==> src/rtl/ptw39_pkg.sv <==
package ptw39_pkg;

  // attribute byte of a table entry, MSB first
  typedef struct packed {
    logic d;
    logic a;
    logic g;
    logic u;
    logic x;
    logic w;
    logic r;
    logic v;
  } attr_t;

  typedef enum logic [1:0] {
    ACC_LOAD  = 2'd0,
    ACC_STORE = 2'd1,
    ACC_FETCH = 2'd2,
    ACC_RSVD  = 2'd3
  } acc_e;

  typedef enum logic [2:0] {
    F_NONE     = 3'd0,
    F_INVALID  = 3'd1,
    F_PTR_LAST = 3'd2,
    F_DENIED   = 3'd3,
    F_MISALIGN = 3'd4,
    F_UPD_OFF  = 3'd5
  } fault_e;

  typedef enum logic [2:0] {
    S_IDLE    = 3'd0,
    S_RD_REQ  = 3'd1,
    S_RD_WAIT = 3'd2,
    S_EVAL    = 3'd3,
    S_WR_REQ  = 3'd4,
    S_WR_WAIT = 3'd5
  } state_e;

endpackage

==> src/rtl/ptw39_perm.sv <==
module ptw39_perm
  import ptw39_pkg::*;
(
  input  attr_t attr,
  input  acc_e  access,
  input  logic  user,
  input  logic  mxr,
  input  logic  sum,
  output logic  bad_entry,
  output logic  is_ptr,
  output logic  allowed,
  output logic  need_upd,
  output attr_t new_attr
);

  logic is_store;
  logic is_fetch;
  logic rd_ok;
  logic kind_ok;
  logic mode_ok;

  assign is_store = (access == ACC_STORE);
  assign is_fetch = (access == ACC_FETCH);

  // reserved combination W without R counts as invalid
  assign bad_entry = !attr.v || (attr.w && !attr.r);
  assign is_ptr    = !attr.r && !attr.w && !attr.x;

  assign rd_ok = attr.r || (attr.x && mxr);

  always_comb begin
    if (is_fetch)      kind_ok = attr.x;
    else if (is_store) kind_ok = attr.w;
    else               kind_ok = rd_ok;
  end

  always_comb begin
    if (user)          mode_ok = attr.u;
    else if (is_fetch) mode_ok = !attr.u;
    else               mode_ok = !attr.u || sum;
  end

  assign allowed  = kind_ok && mode_ok;
  assign need_upd = !attr.a || (is_store && !attr.d);

  always_comb begin
    new_attr   = attr;
    new_attr.a = 1'b1;
    new_attr.d = attr.d || is_store;
  end

endmodule

==> src/rtl/ptw39_addr.sv <==
module ptw39_addr #(
  parameter int LEVELS      = 3,
  parameter int VPN_BITS    = 9,
  parameter int PAGE_BITS   = 12,
  parameter int PPN_BITS    = 44,
  parameter int ENTRY_BYTES = 8,
  parameter int VA_BITS     = PAGE_BITS + LEVELS * VPN_BITS,
  parameter int PA_BITS     = PPN_BITS + PAGE_BITS,
  parameter int LVL_W       = $clog2(LEVELS)
) (
  input  logic [PA_BITS-1:0]  table_base,
  input  logic [VA_BITS-1:0]  vaddr,
  input  logic [LVL_W-1:0]    lvl,
  input  logic [PPN_BITS-1:0] leaf_ppn,
  output logic [PA_BITS-1:0]  ent_addr,
  output logic [PA_BITS-1:0]  leaf_paddr,
  output logic                sp_misaligned
);

  localparam int ESH = $clog2(ENTRY_BYTES);

  logic [PA_BITS-1:0] addr_c [LEVELS];
  logic [PA_BITS-1:0] pa_c   [LEVELS];
  logic               mis_c  [LEVELS];
  logic [PA_BITS-1:0] page_pa;

  assign page_pa = {leaf_ppn, {PAGE_BITS{1'b0}}};

  // one candidate per level; the walker's level picks one
  for (genvar g = 0; g < LEVELS; g++) begin : g_lvl
    localparam int SH = PAGE_BITS + g * VPN_BITS;
    localparam logic [PA_BITS-1:0]  OFF_MASK = {PA_BITS{1'b1}} >> (PA_BITS - SH);
    localparam logic [PPN_BITS-1:0] SP_MASK  = {PPN_BITS{1'b1}} >> (PPN_BITS - g * VPN_BITS);
    logic [VPN_BITS-1:0] slice;
    assign slice     = vaddr[SH +: VPN_BITS];
    assign addr_c[g] = table_base + PA_BITS'({slice, {ESH{1'b0}}});
    assign pa_c[g]   = (page_pa & ~OFF_MASK) | (PA_BITS'(vaddr) & OFF_MASK);
    assign mis_c[g]  = |(leaf_ppn & SP_MASK);
  end

  always_comb begin
    ent_addr      = '0;
    leaf_paddr    = '0;
    sp_misaligned = 1'b0;
    for (int i = 0; i < LEVELS; i++) begin
      if (lvl == LVL_W'(i)) begin
        ent_addr      = addr_c[i];
        leaf_paddr    = pa_c[i];
        sp_misaligned = mis_c[i];
      end
    end
  end

endmodule

==> src/rtl/ptw39.sv <==
module ptw39
  import ptw39_pkg::*;
#(
  parameter int LEVELS      = 3,
  parameter int VPN_BITS    = 9,
  parameter int PAGE_BITS   = 12,
  parameter int PPN_BITS    = 44,
  parameter int ENTRY_BYTES = 8,
  parameter int EXT_BITS    = 10,
  parameter int RSW_BITS    = 2,
  parameter int VA_BITS     = PAGE_BITS + LEVELS * VPN_BITS,
  parameter int PA_BITS     = PPN_BITS + PAGE_BITS,
  parameter int LVL_W       = $clog2(LEVELS),
  parameter int PTE_BITS    = EXT_BITS + PPN_BITS + RSW_BITS + 8
) (
  input  logic                clk,
  input  logic                rst,
  input  logic                req_valid,
  input  logic [VA_BITS-1:0]  req_vaddr,
  input  logic [1:0]          req_access,
  input  logic                req_user,
  input  logic                req_mxr,
  input  logic                req_sum,
  input  logic [PPN_BITS-1:0] req_root_ppn,
  input  logic                upd_en,
  output logic                busy,
  output logic                mem_req_valid,
  input  logic                mem_req_ready,
  output logic                mem_req_write,
  output logic [PA_BITS-1:0]  mem_req_addr,
  output logic [PTE_BITS-1:0] mem_req_wdata,
  input  logic                mem_rsp_valid,
  input  logic [PTE_BITS-1:0] mem_rsp_data,
  output logic                done,
  output logic                done_fault,
  output logic [2:0]          done_code,
  output logic [PA_BITS-1:0]  done_paddr,
  output logic [LVL_W-1:0]    done_level,
  output logic                done_global
);

  localparam int PPN_LSB = 8 + RSW_BITS;
  localparam logic [LVL_W-1:0] TOP_LVL = LVL_W'(LEVELS - 1);

  state_e              state;
  logic [VA_BITS-1:0]  va_q;
  acc_e                acc_q;
  logic                user_q, mxr_q, sum_q;
  logic [PA_BITS-1:0]  base_q;
  logic [LVL_W-1:0]    lvl_q;
  logic [PTE_BITS-1:0] pte_q;
  logic                glob_q;
  logic [PTE_BITS-1:0] wdata_q;

  logic                busy_q, done_q, fault_q, glob_out_q;
  logic [2:0]          code_q;
  logic [PA_BITS-1:0]  paddr_q;
  logic [LVL_W-1:0]    level_q;

  attr_t               attr;
  logic [PPN_BITS-1:0] pte_ppn;
  logic                glob_n;
  logic                bad_entry, is_ptr, allowed, need_upd;
  attr_t               new_attr;
  logic [PA_BITS-1:0]  ent_addr, leaf_paddr;
  logic                sp_misaligned;

  assign attr    = attr_t'(pte_q[7:0]);
  assign pte_ppn = pte_q[PPN_LSB +: PPN_BITS];
  assign glob_n  = glob_q | attr.g;

  ptw39_perm i_perm (
    .attr      (attr),
    .access    (acc_q),
    .user      (user_q),
    .mxr       (mxr_q),
    .sum       (sum_q),
    .bad_entry (bad_entry),
    .is_ptr    (is_ptr),
    .allowed   (allowed),
    .need_upd  (need_upd),
    .new_attr  (new_attr)
  );

  ptw39_addr #(
    .LEVELS      (LEVELS),
    .VPN_BITS    (VPN_BITS),
    .PAGE_BITS   (PAGE_BITS),
    .PPN_BITS    (PPN_BITS),
    .ENTRY_BYTES (ENTRY_BYTES),
    .VA_BITS     (VA_BITS),
    .PA_BITS     (PA_BITS),
    .LVL_W       (LVL_W)
  ) i_addr (
    .table_base    (base_q),
    .vaddr         (va_q),
    .lvl           (lvl_q),
    .leaf_ppn      (pte_ppn),
    .ent_addr      (ent_addr),
    .leaf_paddr    (leaf_paddr),
    .sp_misaligned (sp_misaligned)
  );

  always_ff @(posedge clk) begin
    if (rst) begin
      state      <= S_IDLE;
      va_q       <= '0;
      acc_q      <= ACC_LOAD;
      user_q     <= 1'b0;
      mxr_q      <= 1'b0;
      sum_q      <= 1'b0;
      base_q     <= '0;
      lvl_q      <= '0;
      pte_q      <= '0;
      glob_q     <= 1'b0;
      wdata_q    <= '0;
      busy_q     <= 1'b0;
      done_q     <= 1'b0;
      fault_q    <= 1'b0;
      code_q     <= F_NONE;
      paddr_q    <= '0;
      level_q    <= '0;
      glob_out_q <= 1'b0;
    end else begin
      done_q <= 1'b0;
      case (state)
        S_IDLE: begin
          if (req_valid) begin
            va_q   <= req_vaddr;
            acc_q  <= acc_e'(req_access);
            user_q <= req_user;
            mxr_q  <= req_mxr;
            sum_q  <= req_sum;
            base_q <= {req_root_ppn, {PAGE_BITS{1'b0}}};
            lvl_q  <= TOP_LVL;
            glob_q <= 1'b0;
            busy_q <= 1'b1;
            state  <= S_RD_REQ;
          end
        end
        S_RD_REQ: begin
          if (mem_req_ready) state <= S_RD_WAIT;
        end
        S_RD_WAIT: begin
          if (mem_rsp_valid) begin
            pte_q <= mem_rsp_data;
            state <= S_EVAL;
          end
        end
        S_EVAL: begin
          glob_q <= glob_n;
          if (!bad_entry && is_ptr && lvl_q != '0) begin
            // descend one level
            base_q <= {pte_ppn, {PAGE_BITS{1'b0}}};
            lvl_q  <= lvl_q - 1'b1;
            state  <= S_RD_REQ;
          end else if (!bad_entry && !is_ptr && allowed && !sp_misaligned
                       && need_upd && upd_en) begin
            wdata_q    <= {pte_q[PTE_BITS-1:8], new_attr};
            paddr_q    <= leaf_paddr;
            level_q    <= lvl_q;
            glob_out_q <= glob_n;
            fault_q    <= 1'b0;
            code_q     <= F_NONE;
            state      <= S_WR_REQ;
          end else begin
            done_q     <= 1'b1;
            busy_q     <= 1'b0;
            level_q    <= lvl_q;
            glob_out_q <= glob_n;
            state      <= S_IDLE;
            fault_q    <= 1'b1;
            paddr_q    <= '0;
            if (bad_entry)          code_q <= F_INVALID;
            else if (is_ptr)        code_q <= F_PTR_LAST;
            else if (!allowed)      code_q <= F_DENIED;
            else if (sp_misaligned) code_q <= F_MISALIGN;
            else if (need_upd)      code_q <= F_UPD_OFF;
            else begin
              code_q  <= F_NONE;
              fault_q <= 1'b0;
              paddr_q <= leaf_paddr;
            end
          end
        end
        S_WR_REQ: begin
          if (mem_req_ready) state <= S_WR_WAIT;
        end
        S_WR_WAIT: begin
          if (mem_rsp_valid) begin
            done_q <= 1'b1;
            busy_q <= 1'b0;
            state  <= S_IDLE;
          end
        end
        default: state <= S_IDLE;
      endcase
    end
  end

  assign mem_req_valid = (state == S_RD_REQ) || (state == S_WR_REQ);
  assign mem_req_write = (state == S_WR_REQ);
  assign mem_req_addr  = ent_addr;
  assign mem_req_wdata = wdata_q;

  assign busy        = busy_q;
  assign done        = done_q;
  assign done_fault  = fault_q;
  assign done_code   = code_q;
  assign done_paddr  = paddr_q;
  assign done_level  = level_q;
  assign done_global = glob_out_q;

  // completion is a single-cycle pulse
  p_done_pulse_r12: assert property (@(posedge clk) disable iff (rst)
    done |=> !done);

  // busy is already low while done is shown
  p_done_not_busy_r12: assert property (@(posedge clk) disable iff (rst)
    done |-> !busy);

  // busy only drops together with a completion
  p_busy_fall_r12: assert property (@(posedge clk) disable iff (rst)
    $fell(busy) |-> done);

  // no memory traffic outside a walk
  p_idle_quiet_r12: assert property (@(posedge clk) disable iff (rst)
    !busy |-> !mem_req_valid);

  // stalled request keeps its contents
  p_req_hold_r13: assert property (@(posedge clk) disable iff (rst)
    (mem_req_valid && !mem_req_ready) |=>
      (mem_req_valid && $stable(mem_req_addr) && $stable(mem_req_write)
       && $stable(mem_req_wdata)));

  // a write-back always carries the accessed flag
  p_wb_accessed_r11: assert property (@(posedge clk) disable iff (rst)
    (mem_req_valid && mem_req_write) |-> mem_req_wdata[6]);

endmodule

==> config.mk <==
export PLATFORM = sky130hd
export DESIGN_NAME = ptw39
export DESIGN_NICKNAME = d
export VERILOG_FILES = /design/src/rtl/ptw39_pkg.sv /design/src/rtl/ptw39_perm.sv /design/src/rtl/ptw39_addr.sv /design/src/rtl/ptw39.sv
export SDC_FILE = /design/constraint.sdc
export NUM_CORES = 1
export LEC_CHECK = 0
export BUFFER_PORTS_ARGS = -buffer_cell sky130_fd_sc_hd__buf_2
export CAP_MARGIN = 20
export CORE_MARGIN = 4
export CORE_UTILIZATION = 49
export DETAILED_ROUTE_END_ITERATION = 8
export PLACE_DENSITY = 0.73
export REMOVE_ABC_BUFFERS = 1
export SLEW_MARGIN = 0
export SYNTH_ARGS = -nofsm -noshare
export SYNTH_HDL_FRONTEND = slang
export SYNTH_HIERARCHICAL = 1
export SYNTH_SLANG_ARGS = --single-unit
==> constraint.sdc <==
create_clock -name clk -period 3.4 [get_ports clk]
set_input_delay 0.34 -clock clk [delete_from_list [all_inputs] [get_ports clk]]
set_output_delay 0.34 -clock clk [all_outputs]
set_load 0.05 [all_outputs]
# Word level (Yosys, flattened, before mapping)
# Cells that the tools add are included.
[totals]
regBits = 299
out_inout_bits = 187
[op_classes]
n_reduce_logical = 44
addsub = 4
bitwise = 5
mux = 55
eq_ne = 17
[ops]
columns = ["op", "n"]
rows = [
  ["2-to-1 mux 56 bit", 14],
  ["adder 56 x 12 -> 56 bit", 3],
  ["one-hot mux 56 bit (2 select lines)", 1],
  ["bitwise OR 56 x 12 -> 56 bit", 1],
  ["bitwise OR 56 x 21 -> 56 bit", 1],
  ["bitwise OR 56 x 30 -> 56 bit", 1],
  ["2-to-1 mux 3 bit", 13],
  ["2-to-1 mux 1 bit", 20],
  ["one-hot mux 3 bit (6 select lines)", 1],
  ["OR reduction 18 bit", 1],
  ["!= test 2 bit (second input constant)", 8],
  ["logical AND 1 bit", 13],
  ["logical NOT 1 bit", 10],
  ["AND reduction 5 bit", 2],
  ["OR reduction 9 bit", 1],
  ["AND reduction 2 bit", 4],
  ["equality test 3 x 2 -> 1 bit (second input constant)", 2],
  ["equality test 3 bit (second input constant)", 2],
  ["logical OR 1 bit", 6],
  ["AND reduction 3 bit", 2],
  ["equality test 2 x 1 -> 1 bit (second input constant)", 2],
  ["equality test 2 bit (second input constant)", 2],
  ["2-to-1 mux 2 bit", 2],
  ["one-hot mux 1 bit (2 select lines)", 2],
  ["10 further kinds", 11],
]

# Logic depth before layout (Yosys ltp)
# Gate-level depths: netlist of the first run.
[depth]
depth_word = 12
mapped_depth = 12

# By module
# The synthesis of the first run kept the hierarchy.
[by_module_without_submodules]
columns = ["mod", "n_inst", "cells_per_inst", "seq_area_each_um2", "area_per_inst_um2"]
rows = [
  ["ptw39", 1, 1347, 5745.5, 10905.5],
  ["ptw39_addr", 1, 708, 0.0, 4524.3],
  ["ptw39_perm", 1, 24, 0.0, 152.6],
]

# Least setup slack after synthesis of the first run
# No wires, ideal clock.
[synth_timing]
path_type = "register -> output"
startpoint = "reg va_q[27]"
endpoint = "out mem_req_addr[41]"
t_arrival_ns = 2.915
path_buffers = 0
t_required_ns = 3.060
path_slack_ns = 0.145
stages_incl_launch_ff = 8
cell_sequence = "dfxtp_1 -> ha_1 -> o21a_1 -> o21ai_0 -> nor3b_2 -> a211o_1 -> o21ai_0 -> a211oi_1"
[synth_between]
elab_chain_len = 3
[synth_rtl]
columns = ["item", "line", "rtl"]
rows = [
  ["from (decl)", "ptw39.sv:46", "logic [VA_BITS-1:0] va_q;"],
  ["from (signal assigned)", "ptw39.sv:129", "va_q <= req_vaddr;"],
  ["adder 56 x 12 -> 56 bit", "ptw39_addr.sv:36", "assign addr_c[g] = table_base + PA_BITS'({slice, {ESH{1'b0}}});"],
  ["2-to-1 mux 56 bit (2 in a row)", "ptw39_addr.sv:46", "if (lvl == LVL_W'(i)) begin"],
  ["to (decl)", "ptw39.sv:30", "output logic [PA_BITS-1:0] mem_req_addr,"],
]
# Every way passes these cells.

# Worst setup path in the final report of the first run
[layout_timing]
startpoint = "reg base_q[31]"
endpoint = "out mem_req_addr[53]"
[layout_between]
elab_chain_len = 4
[layout_rtl]
columns = ["item", "line", "rtl"]
rows = [
  ["from (decl)", "ptw39.sv:49", "logic [PA_BITS-1:0] base_q;"],
  ["from (signal assigned)", "ptw39.sv:134", "base_q <= {req_root_ppn, {PAGE_BITS{1'b0}}};"],
  ["from (signal assigned)", "ptw39.sv:154", "base_q <= {pte_ppn, {PAGE_BITS{1'b0}}};"],
  ["adder 56 x 12 -> 56 bit", "ptw39_addr.sv:36", ""],
  ["2-to-1 mux 56 bit (2 in a row)", "ptw39_addr.sv:46", ""],
  ["2-to-1 mux 56 bit *", "ptw39_addr.sv:46", ""],
]
# Every way passes the cells marked *; elsewhere a longest branch is shown, timed or not.

==> out/metrics.cfg, run 1 <==
[grt]
grt_start_max_net_pins=84
gr-max-usage-layer=met2
grt_usage_pct=31.03
grt_util_met3_pct=6.622
first_global_vias=16340
antenna_found_initial=16
grt_use_met2_pct=49.82
met1_usage_pct=41.73
grt_overflow=0
grt_pass1_wl_um=89700

[detailed_routing]
vias=16890
routed_wl_um=57030
drt_iter0_drc=1572
detail-route-antenna-nets=0
avgViaCountPerCell=5.873
wl_per_cell_um=19.83
dr.pass1.iters=6
drc_errors=0

[timing]
slew_headroom_pct=16.06
finalCriticalPeriod_ns=3.285
timing.fmax_ghz=0.3044
tns_ns=0
hold_viol=0
finClkSkew_ns=0.02504
rsz0062_at_grt=yes
finalCritPeriodShare_pct=96.61
setup_viol=0
setup_slack_ns=0.1153
tightest_slew_ns=1.224
drv_slew=0

[synthesis]
synth_area_sq_um=15580
syn_avg_cell_area_sq_um=7.495
synth-main-ff-cell=dfxtp_1
synth-edff-count=0
synthArstFlopShare_pct=0
yosys.cell_count.top_type=nand2_1
yosysWarningCount=6
synth_seq_cells=287
synth_area_leaders=dfxtp_1, nand2_1, a21oi_1, a311oi_2, nand3_1
yosys.area.top_type=dfxtp_1
yosysUniqueCellTypes=96
yosysSeqAreaShare_pct=36.87
netlist_instances=2079
synth_common_cells=nand2_1, a21oi_1, dfxtp_1, clkbuf_1, nor2_1
yosys.area.top_type_share_pct=36.87

[worst_setup_path]
r2r_end=mem_req_wdata[34]$_SDFFE_PP0P_
reg2reg_from=pte_q[13]$_SDFFE_PP0P_
cp-start-kind=flip-flop
worstPathRequired_ns=3.06
endpoint_kind=output port
cp_max_fo=5
crit_type=flip-flop to output port
rr_worst_depth=10
arrival_ns=2.94
ff2ff_setup_slack_ns=0.43
startpoint=base_q[31]$_SDFFE_PP0P_
worst_setup_path_endpoint=mem_req_addr[53]

[floorplan]
initial_utilization_pct=49.51
core_area_sq_um=31470
rows=65
fp.dieW_um=186.3
die_height_um=186.3
io_pins=345
die-area_sq_um=34720

[pwr]
totalPowerFinal_w=0.01026
power.leakage_nw=7.762
peakVddDrop_mv=0.3720
power_density_nw_per_um2=524.8

[clocking]
clk_path_buf_depth=3
clk_pin_slew_ns=0.06
worstSkewPairLatency_ns=0.58
cts.sinks=287
ctsRootBufferMaster=clkbuf_16
cts_tree=yes
numCtsBuffers=31
h-tree-depth=1

[run_status]
outcome=finished clean

[cells_and_area]
post-route-util_pct=62.15
fillers=2878
syn_to_final_growth_pct=25.53
drive_gt1_share_pct=23.83
nets=2628
fin_cells=2876

[placement]
dp_cells=2751
place_congestion=0.9699
numPortBuffers=341
dpl_worst_slack_ns=0.4604
hpwl_um=40250

[hold_path]
hp-class=input pin to flip-flop

[flow_run]
drv_cap=0

area by class of cell:
class / instances / area, sq um / share of cell area (%)
Sequential cell: 287 / 5763 / 29.46
Clock inverter: 16 / 150.1 / 0.7676
Tap cell: 402 / 503.0 / 2.571
Clock buffer: 41 / 893.4 / 4.567
Multi-Input combinational cell: 1639 / 9233 / 47.20
Antenna cell: 11 / 27.53 / 0.1407
Timing Repair Buffer: 461 / 2919 / 14.92
Inverter: 19 / 71.32 / 0.3646
layer usage:
metal	vias up	share of wire (%)	wire [um]
li1	7940	-	-
met1	8065	42	24030
met2	739	45	25660
met3	133	9.1	5164
met4	14	3.7	2087
met5	-	0.16	89
cells in the final DEF, fill, tap and decap left out, types with 18 or more instances in the layout:
cell type and n:
nor2_1 95, nand2_1 566, buf_4 60, nand4_1 22, buf_2 334, dfxtp_1 273, nor3_1 25, and2_1 47
a311oi_2 44, nand3_1 88, inv_1 18, ha_1 26, a211oi_1 20, mux2i_1 25, a21oi_1 312, clkbuf_16 31
o21ai_0 58, conb_1 34, dlygate4sd3_1 53, a21o_1 20
critical path, cell delays in order (launching register included):
cell	delay [ns]
dfxtp_1	0.41
buf_4	0.19
nand4_1	0.27
nor2_2	0.29
nand3_1	0.24
a2111oi_1	0.45
o22a_1	0.24
buf_2	0.28
worst min-delay path by stage:
stage	from	to	cells past startpoint	slack [ns]
after CTS	mem_rsp_data[62]	pte_q[62]$_SDFFE_PP0P_	3	0.0005
after detailed placement	done_paddr[42]$_SDFFE_PP0P_	done_paddr[42]$_SDFFE_PP0P_	2	0.44
after global placement	pte_q[8]$_SDFFE_PP0P_	mem_req_wdata[8]$_SDFFE_PP0P_	2	0.44
after global routing	mem_rsp_data[17]	pte_q[17]$_SDFFE_PP0P_	3	0.0004
final	req_vaddr[6]	va_q[6]$_SDFFE_PP0P_	3	0.01
after floorplan	rst	base_q[12]$_SDFFE_PP0P_	1	0.41
state kept, by name, summed over array words and instances, names as in the netlist, 2 cells and up:
| signal | cells |
|---|---|
| done_code | 3 |
| base_q | 44 |
| done_paddr | 56 |
| done_level | 2 |
| lvl_q | 2 |
| state | 3 |
| va_q | 39 |
| acc_q | 2 |
| mem_req_wdata | 64 |
| pte_q | 64 |
repair_timing:
action                     4_1_cts  5_1_grt
hold buffers                    52        1
hold endpoints to repair        52        1
gates resized for setup          6       33
setup endpoints to repair       10       25
pin swaps                        0        3
buffers inserted                 0        4
per-stage QoR:
stage / area (sq um) / hold WS, ns
final: 19560 / 0.01059
after global routing: 19560 / 0.0003619
after CTS: 19390 / 0.0005265
after detailed placement: 17800 / 0.4412
after global placement: 17800 / 0.4354
after floorplan: 14920 / 0.4079
power breakdown:
| group | leakage [nW] | internal (W) | switching, W | total [W] |
|---|---|---|---|---|
| Clock | 0.512 | 0.00194 | 0.00148 | 0.00342 |
| Combinational | 4.92 | 0.00102 | 0.00189 | 0.00291 |
| Sequential | 2.33 | 0.00358 | 0.000357 | 0.00394 |
| Total | 7.76 | 0.00654 | 0.00372 | 0.0103 |
logic make-up (layout without fill, tap and decap cells):
group / Yosys count / in the layout / share of synthesized area [%]
AOI/OAI and AO/OA: 568 / 568 / 24.41
xor gates and xnor gates: 29 / 29 / 1.630
adders and majority gates: 32 / 32 / 2.706
buffers and inverters: 185 / 537 / 5.468
DFF: 287 / 287 / 36.87
muxes: 28 / 28 / 1.823
other: 2 / 45 / 0.04820
and+or+nand+nor: 948 / 948 / 27.04
Note: power is estimated with default switching activity, not from simulation.
==> inputs of run 2 (changes only) <==
--- a/config.mk
+++ b/config.mk
@@ -10,7 +10,7 @@
 export CORE_MARGIN = 4
 export CORE_UTILIZATION = 49
 export DETAILED_ROUTE_END_ITERATION = 8
-export PLACE_DENSITY = 0.73
+export PLACE_DENSITY_LB_ADDON = 0.2
 export REMOVE_ABC_BUFFERS = 1
 export SLEW_MARGIN = 0
 export SYNTH_ARGS = -nofsm -noshare
==> run 2 against run 1 <==
- critical path depth rose by 2
- global-route usage fell by 0.13 points
- sequential share of layout area fell by 0.24 points
- power rose by 1.7%
- final area rose by 0.79%
- routed wire length fell by 0.41%
- via count fell by 1.1%
- combinational power fell by 2%
- worst hold slack got worse by 0.0024 ns
- first-iteration DRC count fell by 6.8%
- flip-flop and latch count did not move
- clock skew barely moved
==> out/metrics.cfg, run 2 (same netlist as run 1, synthesis figures left out) <==
[timing]
tightest_slew_ns=1.209
rsz0062_at_grt=yes
drv_slew=0
finalCritPeriodShare_pct=97.43
finClkSkew_ns=0.02538
tns_ns=0
timing.hold.ws_ns=0.008173
slew_headroom_pct=17.12
setup_viol=0
timing.fmax_ghz=0.3019
finalCriticalPeriod_ns=3.313
hold_viol=0

[clocking]
clk_pin_slew_ns=0.06
cts_tree=yes
h-tree-depth=1
cts.sinks=287
numCtsBuffers=31
worstSkewPairLatency_ns=0.59
ctsRootBufferMaster=clkbuf_16
clk_path_buf_depth=3

[worst_setup_path]
worstPathRequired_ns=3.06
worst_path_max_delay_cell=a211oi_2
cp_max_fo=6
arrival_ns=2.97
crit_type=flip-flop to output port
endpoint_kind=output port
path_cells=ha_1 > o21a_1 > o21ai_2 > nor3b_4 > a211oi_2 > nand2_1 > mux2i_1 > a211oi_1 > buf_2
cp-start-kind=flip-flop
slowest_delay_ns=0.46

[floorplan]
rows=65
core_area_sq_um=31470
io_pins=345
die_height_um=186.3
die-area_sq_um=34720
fp.dieW_um=186.3
initial_utilization_pct=49.51

[pwr]
power.leakage_nw=7.765
totalPowerFinal_w=0.01044
power_density_nw_per_um2=529.4
peakVddDrop_mv=0.5162

[placement]
hpwl_um=39610
numPortBuffers=341
place_congestion=0.9656

[detailed_routing]
drt_iter0_drc=1465
detail-route-antenna-nets=0
wl_per_cell_um=19.73
routed_wl_um=56800
drc_errors=0
dr.pass1.iters=5
vias=16710
avgViaCountPerCell=5.802

[grt]
grt_usage_pct=30.91
grt_start_max_net_pins=82
grt_overflow=0
grt_pass1_wl_um=89080
first_global_vias=16000
antenna_found_initial=11

[cells_and_area]
final_common_cell=nand2_1
seqCellArea_sq_um=5762
mostFrequentLayoutCells=nand2_1, buf_2, a21oi_1, dfxtp_1, nor2_1
multi_input_area_sq_um=9215
fillers=2838
drive_gt1_share_pct=22.96
syn_to_final_growth_pct=26.51
nets=2636

[run_status]
outcome=finished clean

[flow_run]
drv_cap=0

[hold_path]
hp-class=input pin to flip-flop

==> run 2: layout make-up <==
type | instances | share of cell area, %
Inverter | 19 | 0.3618
Sequential cell | 287 | 29.23
Antenna cell | 8 | 0.1015
Timing Repair Buffer | 469 | 15.45
Multi-Input combinational cell | 1639 | 46.74
Clock buffer | 43 | 4.519
Tap cell | 402 | 2.551
Clock inverter | 12 | 1.041
==> run 2: final timing paths <==
check	start	endpoint	slack (ns)	cells past startpoint
max	va_q[28]$_SDFFE_PP0P_	mem_req_addr[37]	0.09	9
min	mem_rsp_data[20]	pte_q[20]$_SDFFE_PP0P_	0.008	3
max reg2reg	pte_q[13]$_SDFFE_PP0P_	mem_req_wdata[9]$_SDFFE_PP0P_	0.34	10
min reg2reg	done_paddr[33]$_SDFFE_PP0P_	done_paddr[33]$_SDFFE_PP0P_	0.45	2
==> run 2: power by group <==
| part | total [W] | switching [W] | internal [W] |
|---|---|---|---|
| combinational | 0.00285 | 0.00187 | 0.000987 |
| sequential | 0.00396 | 0.000374 | 0.00358 |
| clock | 0.00363 | 0.00142 | 0.00220 |
| total | 0.0104 | 0.00367 | 0.00677 |
==> run 2: what timing repair did <==
| item | CTS | global route |
|---|---|---|
| endpoints found under the setup margin | 17 | 23 |
| hold buffers | 79 | 0 |
| hold endpoints to repair | 79 | 0 |
| pin swaps | 1 | 3 |
| buffers inserted | 0 | 1 |
| resized for setup | 10 | 34 |
==> run 2: critical path, delay by kind of cell, from the launching register on <==
family	cells	cell delay (ns)
AO/OA/AOI/OAI	4	0.92
AND/OR/NAND/NOR	2	0.38
flip-flops	1	0.37
buffers and inverters	1	0.29
adder cells (fa/ha/maj)	1	0.25
multiplexers	1	0.16
==> run 2: per-layer routing <==
layer  up-vias  part of all wire (%)  GRT usage [%]
li1       7964                     -              -
met1      7929                    43          41.48
met2       700                    45          49.45
met3       108                   8.9          7.576
met4         4                   3.3          9.784
met5         -                 0.046              0
==> run 2: metrics by stage <==
stage / std cells / area (sq um) / utilization (%) / worst slack [ns]
after floorplan: 1945 / 14920 / - / -1.679
after global placement: 2736 / 17670 / 56.15 / 0.4113
after detailed placement: 2736 / 17670 / 56.15 / 0.3822
after CTS: 2870 / 19590 / 62.24 / -0.0004663
after global routing: 2879 / 19710 / 62.64 / -0.06059
final: 2879 / 19710 / 62.64 / 0.08750
==> inputs of run 3 (changes only) <==
--- a/config.mk
+++ b/config.mk
@@ -10,10 +10,9 @@
 export CORE_MARGIN = 4
 export CORE_UTILIZATION = 49
 export DETAILED_ROUTE_END_ITERATION = 8
-export PLACE_DENSITY_LB_ADDON = 0.2
+export PLACE_DENSITY_LB_ADDON = 0.15
 export REMOVE_ABC_BUFFERS = 1
 export SLEW_MARGIN = 0
 export SYNTH_ARGS = -nofsm -noshare
 export SYNTH_HDL_FRONTEND = slang
-export SYNTH_HIERARCHICAL = 1
 export SYNTH_SLANG_ARGS = --single-unit
==> run 3 against run 2 <==
- final area down 25%
- flip-flop and latch count is the same
- first-iteration DRC count fell by 40%
- routed wire length is 32% lower
- clock skew shrank 0.0066 ns
- critical path depth shrank 2
- cell count shrank 29%
- utilization down 1.3 points
- highest routed layer unchanged
==> out/metrics.cfg, run 3 <==
[pwr]
peakVddDrop_mv=0.3981
p_comb_share_pct=12.8
power_frac_seq_pct=44.9
power_density_nw_per_um2=531.9
totalPowerFinal_w=0.007911
internal_power_w=0.005761
share_clk_of_total_power_pct=42.4
power.leakage_nw=6.084
p_sw_share_pct=27.18
switchingPower_w=0.002150

[clocking]
cts-resized-gates=0
cts_tree=yes
clk_path_buf_depth=3
clk_pin_slew_ns=0.06
numCtsBuffers=31
cts.sinks=287
worstSkewPairLatency_ns=0.56
h-tree-depth=1
ctsRootBufferMaster=clkbuf_16

[placement]
place_congestion=0.7813
dp_cells=1971
numPortBuffers=341
hpwl_um=24480

[timing]
tightest_slew_ns=1.072
finalCritPeriodShare_pct=89.02
rsz0062_at_grt=no
finClkSkew_ns=0.01878
finalCriticalPeriod_ns=3.027
timing.fmax_ghz=0.3304
slew_headroom_pct=28.51
setup_viol=0
drv_slew=0
hold_viol=0

[worst_setup_path]
arrival_ns=2.69
cp_max_fo=36
cp-start-kind=flip-flop
worst_setup_path_endpoint=mem_req_addr[12]
r2r_end=mem_req_wdata[7]$_SDFFE_PP0P_
worstPathRequired_ns=3.06
rr_worst_depth=9
reg2reg_from=lvl_q[0]$_SDFFE_PP0P_
endpoint_kind=output port
crit_type=flip-flop to output port
startpoint=lvl_q[0]$_SDFFE_PP0P_
ff2ff_setup_slack_ns=0.69

[synthesis]
netlist_instances=1417
yosysSeqAreaShare_pct=47.81
yosys.area.top_type=dfxtp_1
synthArstFlopShare_pct=0
synth_area_leaders=dfxtp_1, nand2_1, a21oi_1, a311oi_2, o31ai_1
synth_common_cells=nand2_1, dfxtp_1, a21oi_1, clkbuf_1, nor2_1
yosysUniqueCellTypes=55
synth_area_sq_um=12020
syn_avg_cell_area_sq_um=8.480
synth-edff-count=0
synth_seq_cells=287
yosysWarningCount=0
yosys.cell_count.top_type=nand2_1
synth-main-ff-cell=dfxtp_1
yosys.area.top_type_share_pct=47.81

[cells_and_area]
syn_to_final_growth_pct=23.77
nets=1842
final_common_cell=nand2_1
drive_gt1_share_pct=28.80
fin_cells=2034
mostFrequentLayoutCells=nand2_1, buf_2, dfxtp_1, a21oi_1, nor2_1

[flow_run]
drv_cap=0

[grt]
first_global_vias=10890
grt_pass1_wl_um=59440
grt_usage_pct=26.95
grt_overflow=0
grt_start_max_net_pins=185
antenna_found_initial=7

[detailed_routing]
dr.pass1.iters=5
routed_wl_um=38490
drc_errors=0
drt_iter0_drc=876
avgViaCountPerCell=5.647
detail-route-antenna-nets=0
vias=11490
wl_per_cell_um=18.92

[floorplan]
io_pins=345
rows=57
die-area_sq_um=27090
die_height_um=164.6
initial_utilization_pct=49.56
core_area_sq_um=24250
fp.dieW_um=164.6

[hold_path]
min_path_cells=3
hp-class=input pin to flip-flop

[run_status]
outcome=finished clean

run 3: cell count changes in the layout (fill, tap and decap cells not counted), sizes merged, moves of 31 or more:
cell,delta
dlygate4sd3,-78
and2,-47
a22o,+37
nand3,-81
nand4,+40
conb,-31
nor2,-37
o21ai,-39
o31ai,+55
nor2b,+37
nand2,-217
a21oi,-124
run 3: final cells by class:
cell class,instances,area (sq um)
flip-flops and latches,287,5746
repair buffers,369,2003
clock buffers,45,898.4
well taps,324,405.4
clock inverters,12,120.1
multi-input cells,982,5650
diodes,5,12.51
fillers,2240,9375
inverters,10,37.54
run 3: layer usage:
| layer | share of wire (%) | wire length (um) | GRT usage (%) |
|---|---|---|---|
| met1 | 42 | 16120 | 35.34 |
| met2 | 47 | 18210 | 44.19 |
| met3 | 8.0 | 3084 | 6.064 |
| met4 | 2.7 | 1021 | 8.809 |
| met5 | 0.14 | 52 | 0 |
run 3: power by group through the flow:
stage          Combinational [W]  Sequential, W  Clock [W]
4_1_cts                  0.00101        0.00355    0.00339
6_report                 0.00101        0.00355    0.00335
3_3_place_gp            0.000994        0.00362          0
2_1_floorplan           0.000642        0.00361          0
5_1_grt                  0.00109        0.00356    0.00356
3_5_place_dp             0.00101        0.00362          0
run 3: worst min path at each step:
stage                                  startpoint                            end  slack (ns)
global route                     mem_rsp_data[32]         pte_q[32]$_SDFFE_PP0P_       0.005
global placement    mem_req_wdata[6]$_SDFFE_PP0P_  mem_req_wdata[6]$_SDFFE_PP0P_        0.43
detailed placement  mem_req_wdata[0]$_SDFFE_PP0P_  mem_req_wdata[0]$_SDFFE_PP0P_        0.44
CTS                              mem_rsp_data[15]         pte_q[15]$_SDFFE_PP0P_       0.009
finish                           mem_rsp_data[57]         pte_q[57]$_SDFFE_PP0P_        0.02
floorplan                                     rst        base_q[12]$_SDFFE_PP0P_        0.41
run 3: repair_timing:
item                      4_1_cts  5_1_grt
buffers inserted                0        0
hold buffers                    0        1
hold endpoints to repair        0        1
run 3: kinds of logic (layout without fill, tap and decap cells):
| logic type | count (synthesis) | in the layout | share of synthesized area (%) |
|---|---|---|---|
| mux | 11 | 11 | 1.010 |
| buf+inv | 150 | 436 | 5.883 |
| simple gates | 572 | 572 | 21.24 |
| flops | 287 | 287 | 47.81 |
| other cells | 1 | 8 | 0.03121 |
| compound gates | 392 | 392 | 23.64 |
| fa+ha+maj | 3 | 3 | 0.3124 |
| xor+xnor | 1 | 1 | 0.07290 |
run 3: metrics by stage:
step                TNS [ns]  util, %  hold slack (ns)  instance area [sq um]  worst slack (ns)
floorplan            -287.88        -           0.4079                  11350            -1.912
global placement           0    57.04           0.4311                  13830            0.7937
detailed placement         0    57.04           0.4433                  13830            0.7361
CTS                        0    61.24         0.008554                  14850            0.3722
global route               0    61.32         0.004842                  14870            0.2458
finish                     0    61.34          0.01969                  14870            0.3735
run 3: worst max-delay path: stages (launching register included):
cell	delay (ns)
dfxtp_1	0.41
inv_1	0.09
ha_1	0.24
or2_2	0.45
nor2_4	0.35
buf_12	0.27
nor2b_1	0.10
buf_2	0.22
